==> src/rtl/tmr_div_pkg.sv <==
package tmr_div_pkg;

   localparam int NUM_RATIOS = 8;
   localparam int STEP_W     = 3;

   typedef logic [3:0]        cfg_t;
   typedef logic [STEP_W-1:0] step_t;

   // mirrored mapping: the upper half of the code space counts down
   function automatic step_t ratio_step(input cfg_t c);
      logic [3:0] m;
      m = c[3] ? (4'd15 - c) : c;
      return m[STEP_W-1:0];
   endfunction

   function automatic logic polarity_of(input cfg_t c);
      return c[3];
   endfunction

endpackage

==> src/rtl/tmr_sync.sv <==
module tmr_sync #(
   parameter int STAGES = 2
) (
   input  logic clk,
   input  logic por,
   input  logic d,
   output logic q
);
   if (STAGES < 1) begin : g_bad_stages
      $error("tmr_sync: STAGES must be at least 1");
   end

   if (STAGES == 1) begin : g_single
      logic s;
      always_ff @(posedge clk) begin
         if (por) s <= 1'b0;
         else     s <= d;
      end
      assign q = s;
   end else begin : g_chain
      logic [STAGES-1:0] s;
      always_ff @(posedge clk) begin
         if (por) s <= '0;
         else     s <= {s[STAGES-2:0], d};
      end
      assign q = s[STAGES-1];
   end
endmodule

==> src/rtl/tmr_code_filter.sv <==
module tmr_code_filter
   import tmr_div_pkg::*;
#(
   parameter int FILT_LEN = 16
) (
   input  logic clk,
   input  logic por,
   input  logic step,
   input  cfg_t code,
   output cfg_t act_code,
   output logic valid
);
   localparam int RUN_W = $clog2(FILT_LEN + 1);

   if (FILT_LEN < 2) begin : g_bad_len
      $error("tmr_code_filter: FILT_LEN must be at least 2");
   end

   cfg_t             cand;
   logic [RUN_W-1:0] run;

   always_ff @(posedge clk) begin
      if (por) begin
         cand     <= '0;
         run      <= '0;
         act_code <= '0;
         valid    <= 1'b0;
      end else if (step) begin
         if (code != cand) begin
            cand <= code;
            run  <= RUN_W'(1);
         end else if (run == RUN_W'(FILT_LEN - 1)) begin
            act_code <= cand;
            valid    <= 1'b1;
         end else begin
            run <= run + RUN_W'(1);
         end
      end
   end
endmodule

==> src/rtl/tmr_startup.sv <==
module tmr_startup #(
   parameter int START_TICKS = 500
) (
   input  logic clk,
   input  logic por,
   input  logic step,
   output logic done
);
   localparam int SC_W = $clog2(START_TICKS + 1);

   if (START_TICKS < 1) begin : g_bad_start
      $error("tmr_startup: START_TICKS must be at least 1");
   end

   logic [SC_W-1:0] sc;

   always_ff @(posedge clk) begin
      if (por) begin
         sc   <= '0;
         done <= 1'b0;
      end else if (step && !done) begin
         sc <= sc + SC_W'(1);
         if (sc == SC_W'(START_TICKS - 1)) done <= 1'b1;
      end
   end
endmodule

==> src/rtl/tmr_ratio_counter.sv <==
module tmr_ratio_counter
   import tmr_div_pkg::*;
#(
   parameter int PRE_LOG2  = 10,
   parameter int STEP_LOG2 = 3,
   localparam int CNT_W    = PRE_LOG2 + (NUM_RATIOS - 1) * STEP_LOG2
) (
   input  logic             clk,
   input  logic             por,
   input  logic             step,
   input  step_t            sel,
   output logic             toggle,
   output logic [CNT_W-1:0] cnt_o
);
   if (PRE_LOG2 < 2) begin : g_bad_pre
      $error("tmr_ratio_counter: PRE_LOG2 must be at least 2");
   end
   if (STEP_LOG2 < 1) begin : g_bad_step
      $error("tmr_ratio_counter: STEP_LOG2 must be at least 1");
   end

   logic [CNT_W-1:0]      cnt;
   logic [NUM_RATIOS-1:0] wrap;

   always_ff @(posedge clk) begin
      if (por)       cnt <= '0;
      else if (step) cnt <= cnt + CNT_W'(1);
   end

   // one half-period wrap detector per ratio step
   for (genvar i = 0; i < NUM_RATIOS; i++) begin : g_wrap
      localparam int K = PRE_LOG2 - 1 + i * STEP_LOG2;
      assign wrap[i] = &cnt[K-1:0];
   end

   assign toggle = step & wrap[sel];
   assign cnt_o  = cnt;
endmodule

==> src/rtl/tmr_out_latch.sv <==
module tmr_out_latch (
   input  logic clk,
   input  logic por,
   input  logic step,
   input  logic halt,
   input  logic en,
   input  logic pol,
   input  logic rst_act,
   input  logic toggle,
   output logic out
);
   logic q;
   logic armed;

   always_ff @(posedge clk) begin
      if (por) begin
         q     <= 1'b0;
         armed <= 1'b1;
      end else if (!halt) begin
         if (!en) begin
            q     <= 1'b0;
            armed <= 1'b1;
         end else begin
            if (step) armed <= 1'b0;
            // reset outranks the start-up kick, which outranks a toggle
            if (rst_act)                  q <= 1'b0;
            else if (armed && step && pol) q <= 1'b1;
            else if (toggle)              q <= ~q;
         end
      end
   end

   assign out = en & (q ^ pol);
endmodule

==> src/rtl/tmr_divider.sv <==
module tmr_divider
   import tmr_div_pkg::*;
#(
   parameter int PRE_LOG2    = 10,
   parameter int STEP_LOG2   = 3,
   parameter int START_TICKS = 500,
   parameter int FILT_LEN    = 16,
   parameter int SYNC_STAGES = 2
) (
   input  logic       clk,
   input  logic       por,
   input  logic       tick,
   input  logic       halt,
   input  logic [3:0] cfg_code,
   input  logic       rst_pin,
   output logic       clk_out
);
   localparam int CNT_W = PRE_LOG2 + (NUM_RATIOS - 1) * STEP_LOG2;

   if (FILT_LEN > 500) begin : g_bad_filter
      $error("tmr_divider: FILT_LEN must not exceed 500 ticks");
   end

   logic             step;
   logic             pin_s;
   logic             rst_act;
   logic             pol;
   logic             code_ok;
   logic             st_done;
   logic             out_en;
   logic             toggle;
   cfg_t             act_code;
   step_t            sel;
   logic [CNT_W-1:0] div_cnt;

   assign step = tick & ~halt;

   tmr_sync #(.STAGES(SYNC_STAGES)) u_sync (
      .clk (clk),
      .por (por),
      .d   (rst_pin),
      .q   (pin_s)
   );

   tmr_code_filter #(.FILT_LEN(FILT_LEN)) u_filt (
      .clk      (clk),
      .por      (por),
      .step     (step),
      .code     (cfg_code),
      .act_code (act_code),
      .valid    (code_ok)
   );

   tmr_startup #(.START_TICKS(START_TICKS)) u_start (
      .clk  (clk),
      .por  (por),
      .step (step),
      .done (st_done)
   );

   assign sel     = ratio_step(act_code);
   assign pol     = polarity_of(act_code);
   assign rst_act = pol ? ~pin_s : pin_s;
   assign out_en  = st_done & code_ok;

   tmr_ratio_counter #(
      .PRE_LOG2  (PRE_LOG2),
      .STEP_LOG2 (STEP_LOG2)
   ) u_cnt (
      .clk    (clk),
      .por    (por),
      .step   (step),
      .sel    (sel),
      .toggle (toggle),
      .cnt_o  (div_cnt)
   );

   tmr_out_latch u_latch (
      .clk     (clk),
      .por     (por),
      .step    (step),
      .halt    (halt),
      .en      (out_en),
      .pol     (pol),
      .rst_act (rst_act),
      .toggle  (toggle),
      .out     (clk_out)
   );
endmodule

==> config.mk <==
export PLATFORM = sky130hd
export DESIGN_NAME = tmr_divider
export DESIGN_NICKNAME = d
export VERILOG_FILES = /design/src/rtl/tmr_div_pkg.sv /design/src/rtl/tmr_sync.sv /design/src/rtl/tmr_code_filter.sv /design/src/rtl/tmr_startup.sv /design/src/rtl/tmr_ratio_counter.sv /design/src/rtl/tmr_out_latch.sv /design/src/rtl/tmr_divider.sv
export SDC_FILE = /design/constraint.sdc
export NUM_CORES = 1
export LEC_CHECK = 0
export BUFFER_PORTS_ARGS = -buffer_cell sky130_fd_sc_hd__buf_2
export CAP_MARGIN = 10
export CORE_MARGIN = 3
export CORE_UTILIZATION = 55
export DETAILED_ROUTE_END_ITERATION = 12
export PLACE_DENSITY = 0.8
export SKIP_CTS_REPAIR_TIMING = 1
export SYNTH_ARGS = -nofsm -noshare
export SYNTH_HDL_FRONTEND = slang
export SYNTH_SLANG_ARGS = --single-unit
==> constraint.sdc <==
create_clock -name clk -period 2.5 [get_ports clk]
set_clock_uncertainty 0.05 [all_clocks]
set_input_delay 0.5 -clock clk [delete_from_list [all_inputs] [get_ports clk]]
set_output_delay 0.5 -clock clk [all_outputs]
set_load 0.01 [all_outputs]
# Word-level counts from Yosys, hierarchy flattened
# Index checks and enable logic that the tools add are counted.
[op_classes] add_sub_neg=4 n_lt_le_gt_ge=1 n_eq_ne=6 n_mux=12 bitwise=9 n_reduce_logical=18
[ops] cell="adder 31 x 1 -> 31 bit, second input constant" n=1
[ops] cell="AND reduction 30 bit" n=1
[ops] cell="AND reduction 27 bit" n=1
[ops] cell="AND reduction 24 bit" n=1
[ops] cell="AND reduction 21 bit" n=1
[ops] cell="AND reduction 18 bit" n=1
[ops] cell="AND reduction 15 bit" n=1
[ops] cell="AND reduction 12 bit" n=1
[ops] cell="two-way mux 5 bit" n=2
[ops] cell="AND reduction 2 bit" n=5
[ops] cell="adder 9 x 1 -> 9 bit, second input constant" n=1
[ops] cell="== test 9 bit, second input constant" n=1
[ops] cell="AND reduction 9 bit" n=1
[ops] cell="two-way mux 1 bit" n=8
[ops] cell="adder 5 x 1 -> 5 bit, second input constant" n=1
[ops] cell="== test 5 x 4 -> 1 bit, second input constant" n=1
[ops] cell="bitwise AND 1 bit" n=4
[ops] cell="< comparator 3 x 4 -> 1 bit, second input constant" n=1
[ops] cell="inequality test 4 bit" n=1
[ops] cell="inequality test 4 bit, second input constant" n=1
[ops] cell="inverter 1 bit" n=4
[ops] cell="binary-select mux 1 bit (select 3 bit)" n=1
[ops] cell="logical AND 1 bit" n=3
[ops] cell="two-way mux 3 bit" n=1
[ops] cell="6 further kinds" n=6
[totals] regBits=59 inputBits=9 elab_cells=60

# Logic depth before layout (Yosys ltp)
[logic_depth] ltp_word=9 ltp_mapped=10 mapped_depth_nobuf=10

# Hierarchy
# Synthesis repeated with hierarchy kept, for this count alone.
[unflattened] cells_unflattened=340 hier_area_um2=3016.6
[modules_own_cells] mod="tmr_ratio_counter" instances=1 cells_per_inst=195 area_per_inst_um2=1662.8 seq_area_each_um2=620.6
[modules_own_cells] mod="tmr_code_filter" instances=1 cells_per_inst=71 area_per_inst_um2=671.9 seq_area_each_um2=280.3
[modules_own_cells] mod="tmr_startup" instances=1 cells_per_inst=50 area_per_inst_um2=457.9 seq_area_each_um2=200.2
[modules_own_cells] mod="tmr_out_latch" instances=1 cells_per_inst=14 area_per_inst_um2=123.9 seq_area_each_um2=40.0
[modules_own_cells] mod="tmr_sync" instances=1 cells_per_inst=4 area_per_inst_um2=52.6 seq_area_each_um2=40.0
[modules_own_cells] mod="tmr_divider" instances=1 cells_per_inst=6 area_per_inst_um2=47.5 seq_area_each_um2=0.0

# Worst setup path after synthesis
# No wires, ideal clock.
[synth_path] path_type="input -> register" startpoint="input tick" endpoint="register u_latch.q" setup_time_ns=0.101 arrival_ns=2.261 path_slack_ns=0.088 stages=8 cell_sequence="nor2b_1 > buf_2 > nand3_1 > or3_1 > buf_2 > o31a_1 > or3_1 > o41ai_1"
[synth_via] elab_chain_len=6 elab_cells_between_ends=9 classes_between="eq/ne (1); mux (3); bitwise (2); reduce/logical (3)"
[synth_rtl] element="start: declaration" line="tmr_divider.sv:12" source="input logic tick,"
[synth_rtl] element="bitwise AND 1 bit (*)" line="tmr_divider.sv:36" source="assign step = tick & ~halt;"
[synth_rtl] element="logical AND 1 bit (2 in series)" line="tmr_out_latch.sv:27" source="else if (armed && step && pol) q <= 1'b1;"
[synth_rtl] element="two-way mux 1 bit" line="tmr_out_latch.sv:27"
[synth_rtl] element="two-way mux 1 bit" line="tmr_out_latch.sv:26" source="if (rst_act) q <= 1'b0;"
[synth_rtl] element="two-way mux 1 bit" line="tmr_out_latch.sv:20" source="if (!en) begin"
[synth_rtl] element="end signal: assignment" line="tmr_out_latch.sv:28" source="else if (toggle) q <= ~q;"
[synth_rtl] element="end: declaration" line="tmr_out_latch.sv:12" source="logic q;"
# Mark *: on every way between the ends. The rest lies on a longest branch, timed or not.
# A chain may end at the register's enable or synchronous reset.

# Worst setup path in the final report
[layout_path] startpoint="register u_cnt.cnt[5] (netlist: u_cnt.cnt_o[5])" endpoint="register u_latch.q"
[layout_via] elab_chain_len=6 elab_cells_between_ends=13 classes_between="eq/ne (1); mux (2); bitwise (1); reduce/logical (9)"
[layout_rtl] element="start: declaration" line="tmr_ratio_counter.sv:22" source="logic [CNT_W-1:0] cnt;"
[layout_rtl] element="start signal: assignment" line="tmr_ratio_counter.sv:27" source="else if (step) cnt <= cnt + CNT_W'(1);"
[layout_rtl] element="AND reduction 30 bit, or another cell as far along" line="tmr_ratio_counter.sv:33" source="assign wrap[i] = &cnt[K-1:0];"
[layout_rtl] element="binary-select mux 1 bit (select 3 bit) (*)" line="tmr_ratio_counter.sv:36" source="assign toggle = step & wrap[sel];"
[layout_rtl] element="two-way mux 1 bit (implied by the code) (*)" line="tmr_ratio_counter.sv:36"
[layout_rtl] element="bitwise AND 1 bit (*)" line="tmr_ratio_counter.sv:36"
[layout_rtl] element="inequality test 4 bit (no source line) (*)"
[layout_rtl] element="AND reduction 2 bit (no source line) (*)"
# Mark *: on every way between the ends. The rest lies on a longest branch, timed or not. The select of a mux whose other input is x is not followed.

==> flow_metrics.tcl <==
set metrics [dict create \
    antenna_found_initial 0 \
    die_h_um 76.1 \
    path_class "flop to flop" \
    crit_path_end_kind "flop" \
    cts_sinks 58 \
    period_needed_ns 2.31 \
    ys_async_sr_fraction_pct 0 \
    clk_latency_ns 0.33 \
    finalCritPeriodShare_pct 92.5 \
    hold_class "primary input to flop" \
    crit_fanout 6 \
    drc_errors 0 \
    fin_setup_tns_ns 0 \
    yosys-top-cells-area "dfxtp_1 (43%), nor2_1 (7.8%), xor2_1 (7.1%)" \
    die-area_mm2 0.00579 \
    syn2layout_area_growth_pct 12.2 \
    netlist.top_cell.by_area "dfxtp_1" \
    ir_worst_vdd_mv 0.468 \
    synthesis.nets 342 \
    power_mw 1.73 \
    hold_viol 0 \
    status "finished clean" \
    wl_per_cell_um 12.9 \
    hold_path_depth 2 \
    synthCells 328 \
    min_to "u_sync.g_chain.s[0]" \
    vias_per_cell 5.41 \
    timing.hold.ws_ns 0.335 \
    overflow 0 \
    setup_violations 0 \
    tightest_slew_ns 0.501 \
    yosys_most_used_dff "dfxtp_1" \
    p_leak_nw 1.12 \
    power.density_mw_per_mm2 571 \
    start_util_pct 59.6 \
    drtIter0Drc 145 \
    htree_levels 3 \
    cts_tree "yes" \
    grt_pass1_vias 2278 \
    cp-start-kind "flop" \
    drive_gt1_share_pct 10.5 \
    dp_hpwl_mm 3.58 \
    gr-usage-all-layers_pct 20.5 \
    clk_pin_slew_ns 0.06 \
    worst_r2r_startpoint "u_cnt.cnt_o[5]" \
    grt_max_degree 32 \
    seq_area_frac_synth_pct 42.9 \
    synth_top_area_share_pct 42.9 \
    n_antenna_cell 0 \
    rsz0062_at_grt "no" \
    drv_cap 0 \
    io_pins 10 \
    slew_viol_final 0 \
    yosys_warnings 0 \
    std_cell_rows 24 \
    nNetsFinal 361 \
    ff2ff_setup_slack_ns 0.19 \
    vias 2257 \
    max-slew-margin-rel_pct 66.3 \
    reg2reg_depth 9 \
    place_congestion 0.849 \
    totalWireLength_mm 5.40 \
    post_synth.cell_area_avg_um2 8.24 \
    first_pass_iters 5 \
    grt_pass1_wl_mm 9.78 \
    core_mm2 0.00453 \
    numCtsBuffers 9 \
    fmax_mhz 432 \
    cts_root_buf "clkbuf_8" \
    die_x_um 76.1 \
    antenna_left 0 \
    worstPathRequired_ns 2.68 \
    synth.distinct_cells 44 \
    ys_seq_elements 58 \
    reg2reg_to "u_latch.q" \
    synthesis.area_mm2 0.00270 \
    synth_edf_count 0 \
    cts_buffer_depth 2 \
    crit_arrival_ns 2.49 \
    hp-start "rst_pin" \
    numPortBuffers 9 \
]
==> cells in the mapped netlist, drive strengths merged, types with 6 or more instances <==
master,n
and3,6
a21oi,19
o21ai,7
or3,6
inv,8
xnor2,16
nand2,38
nand3,16
xor2,22
nor3,8
dfxtp,58
nor2,56
nand4,9
clkbuf,11
==> how the worst max path moves through the flow <==
stage / cells after the start / slack, ns / start / to
after floorplan: 8 / 0.09 / tick / u_latch.q
after global placement: 7 / 0.23 / halt / u_latch.q
after detailed placement: 7 / 0.14 / halt / u_latch.q
after CTS: 9 / 0.19 / u_cnt.cnt_o[5] / u_latch.q
after global routing: 6 / 0.07 / u_cnt.cnt_o[5] / u_cnt.cnt_o[29]
final: 9 / 0.19 / u_cnt.cnt_o[5] / u_latch.q
==> metrics by stage <==
| stage | std cells | setup WS [ns] | utilization (%) | instance area, um2 |
|---|---|---|---|---|
| after floorplan | 328 | 0.0881 | - | 2700 |
| after global placement | 401 | 0.229 | 63.3 | 2870 |
| after detailed placement | 401 | 0.136 | 63.3 | 2870 |
| after CTS | 417 | 0.187 | 66.9 | 3030 |
| after global routing | 417 | 0.0727 | 66.9 | 3030 |
| final | 417 | 0.187 | 66.9 | 3030 |
==> placed cells by master, fill, tap and decap left out, types with 2 or more instances in the layout <==
cell and instances:
a211oi_1 2, a21oi_1 19, a32oi_1 2, and2_1 2, and3_1 5, and4_1 2
buf_2 9, buf_4 12, clkbuf_1 3, clkbuf_8 10, clkinv_2 3, dfxtp_1 58
ha_1 5, inv_1 8, mux2i_1 5, nand2_1 38, nand2b_1 2, nand3_1 16
nand4_1 8, nor2_1 56, nor2b_1 4, nor3_1 8, nor4_1 4, o21ai_0 7
or3_1 6, xnor2_1 16, xor2_1 22
==> final cells by class <==
cell class / instances / area (um2)
well taps: 65 / 81.3
fillers: 385 / 1500
multi-input cells: 249 / 1460
inverters: 8 / 30.0
clock buffers: 13 / 149
flip-flops and latches: 58 / 1160
clock inverters: 3 / 15.0
repair buffers: 21 / 135
==> registers in the layout (all words and copies together), names as in the netlist <==
name	count
u_cnt.cnt_o	30
u_latch.armed	1
u_filt.act_code	4
u_latch.q	1
u_start.sc	9
u_sync.g_chain.s	2
u_filt.valid	1
u_filt.cand	4
u_filt.run	5
u_start.done	1
==> power by group <==
group / switching, mW / internal, mW
logic: 0.0413 / 0.0244
clock network: 0.340 / 0.382
registers: 0.00978 / 0.935
==> layer usage <==
metal  routed length, um  track usage, %  vias to the layer above
met3                 176            4.85                       14
met5                   0               0                        -
met1                2520            24.6                     1041
met4                 110            9.96                        0
li1                    -               -                     1161
met2                2590            34.4                       41
==> worst max-delay path, stage by stage, from the launching register on <==
cell and delay [ns]:
dfxtp_1 0.39, nand4_1 0.27, nor2_1 0.23, ha_1 0.19
and3_1 0.16, a211oi_1 0.05, o21bai_1 0.16, a41oi_1 0.09
or3_1 0.34, o41ai_1 0.29
==> kinds of logic after synthesis <==
| family | count (synthesis) | share of synthesized area (%) |
|---|---|---|
| DFF | 58 | 42.9 |
| buffers and inverters | 21 | 3.01 |
| adders and majority gates | 5 | 2.31 |
| xor gates and xnor gates | 38 | 12.3 |
| and+or+nand+nor | 157 | 27.3 |
| muxes | 5 | 1.85 |
| AOI/OAI and AO/OA | 44 | 10.2 |
Note: power is estimated with default switching activity, not from simulation.
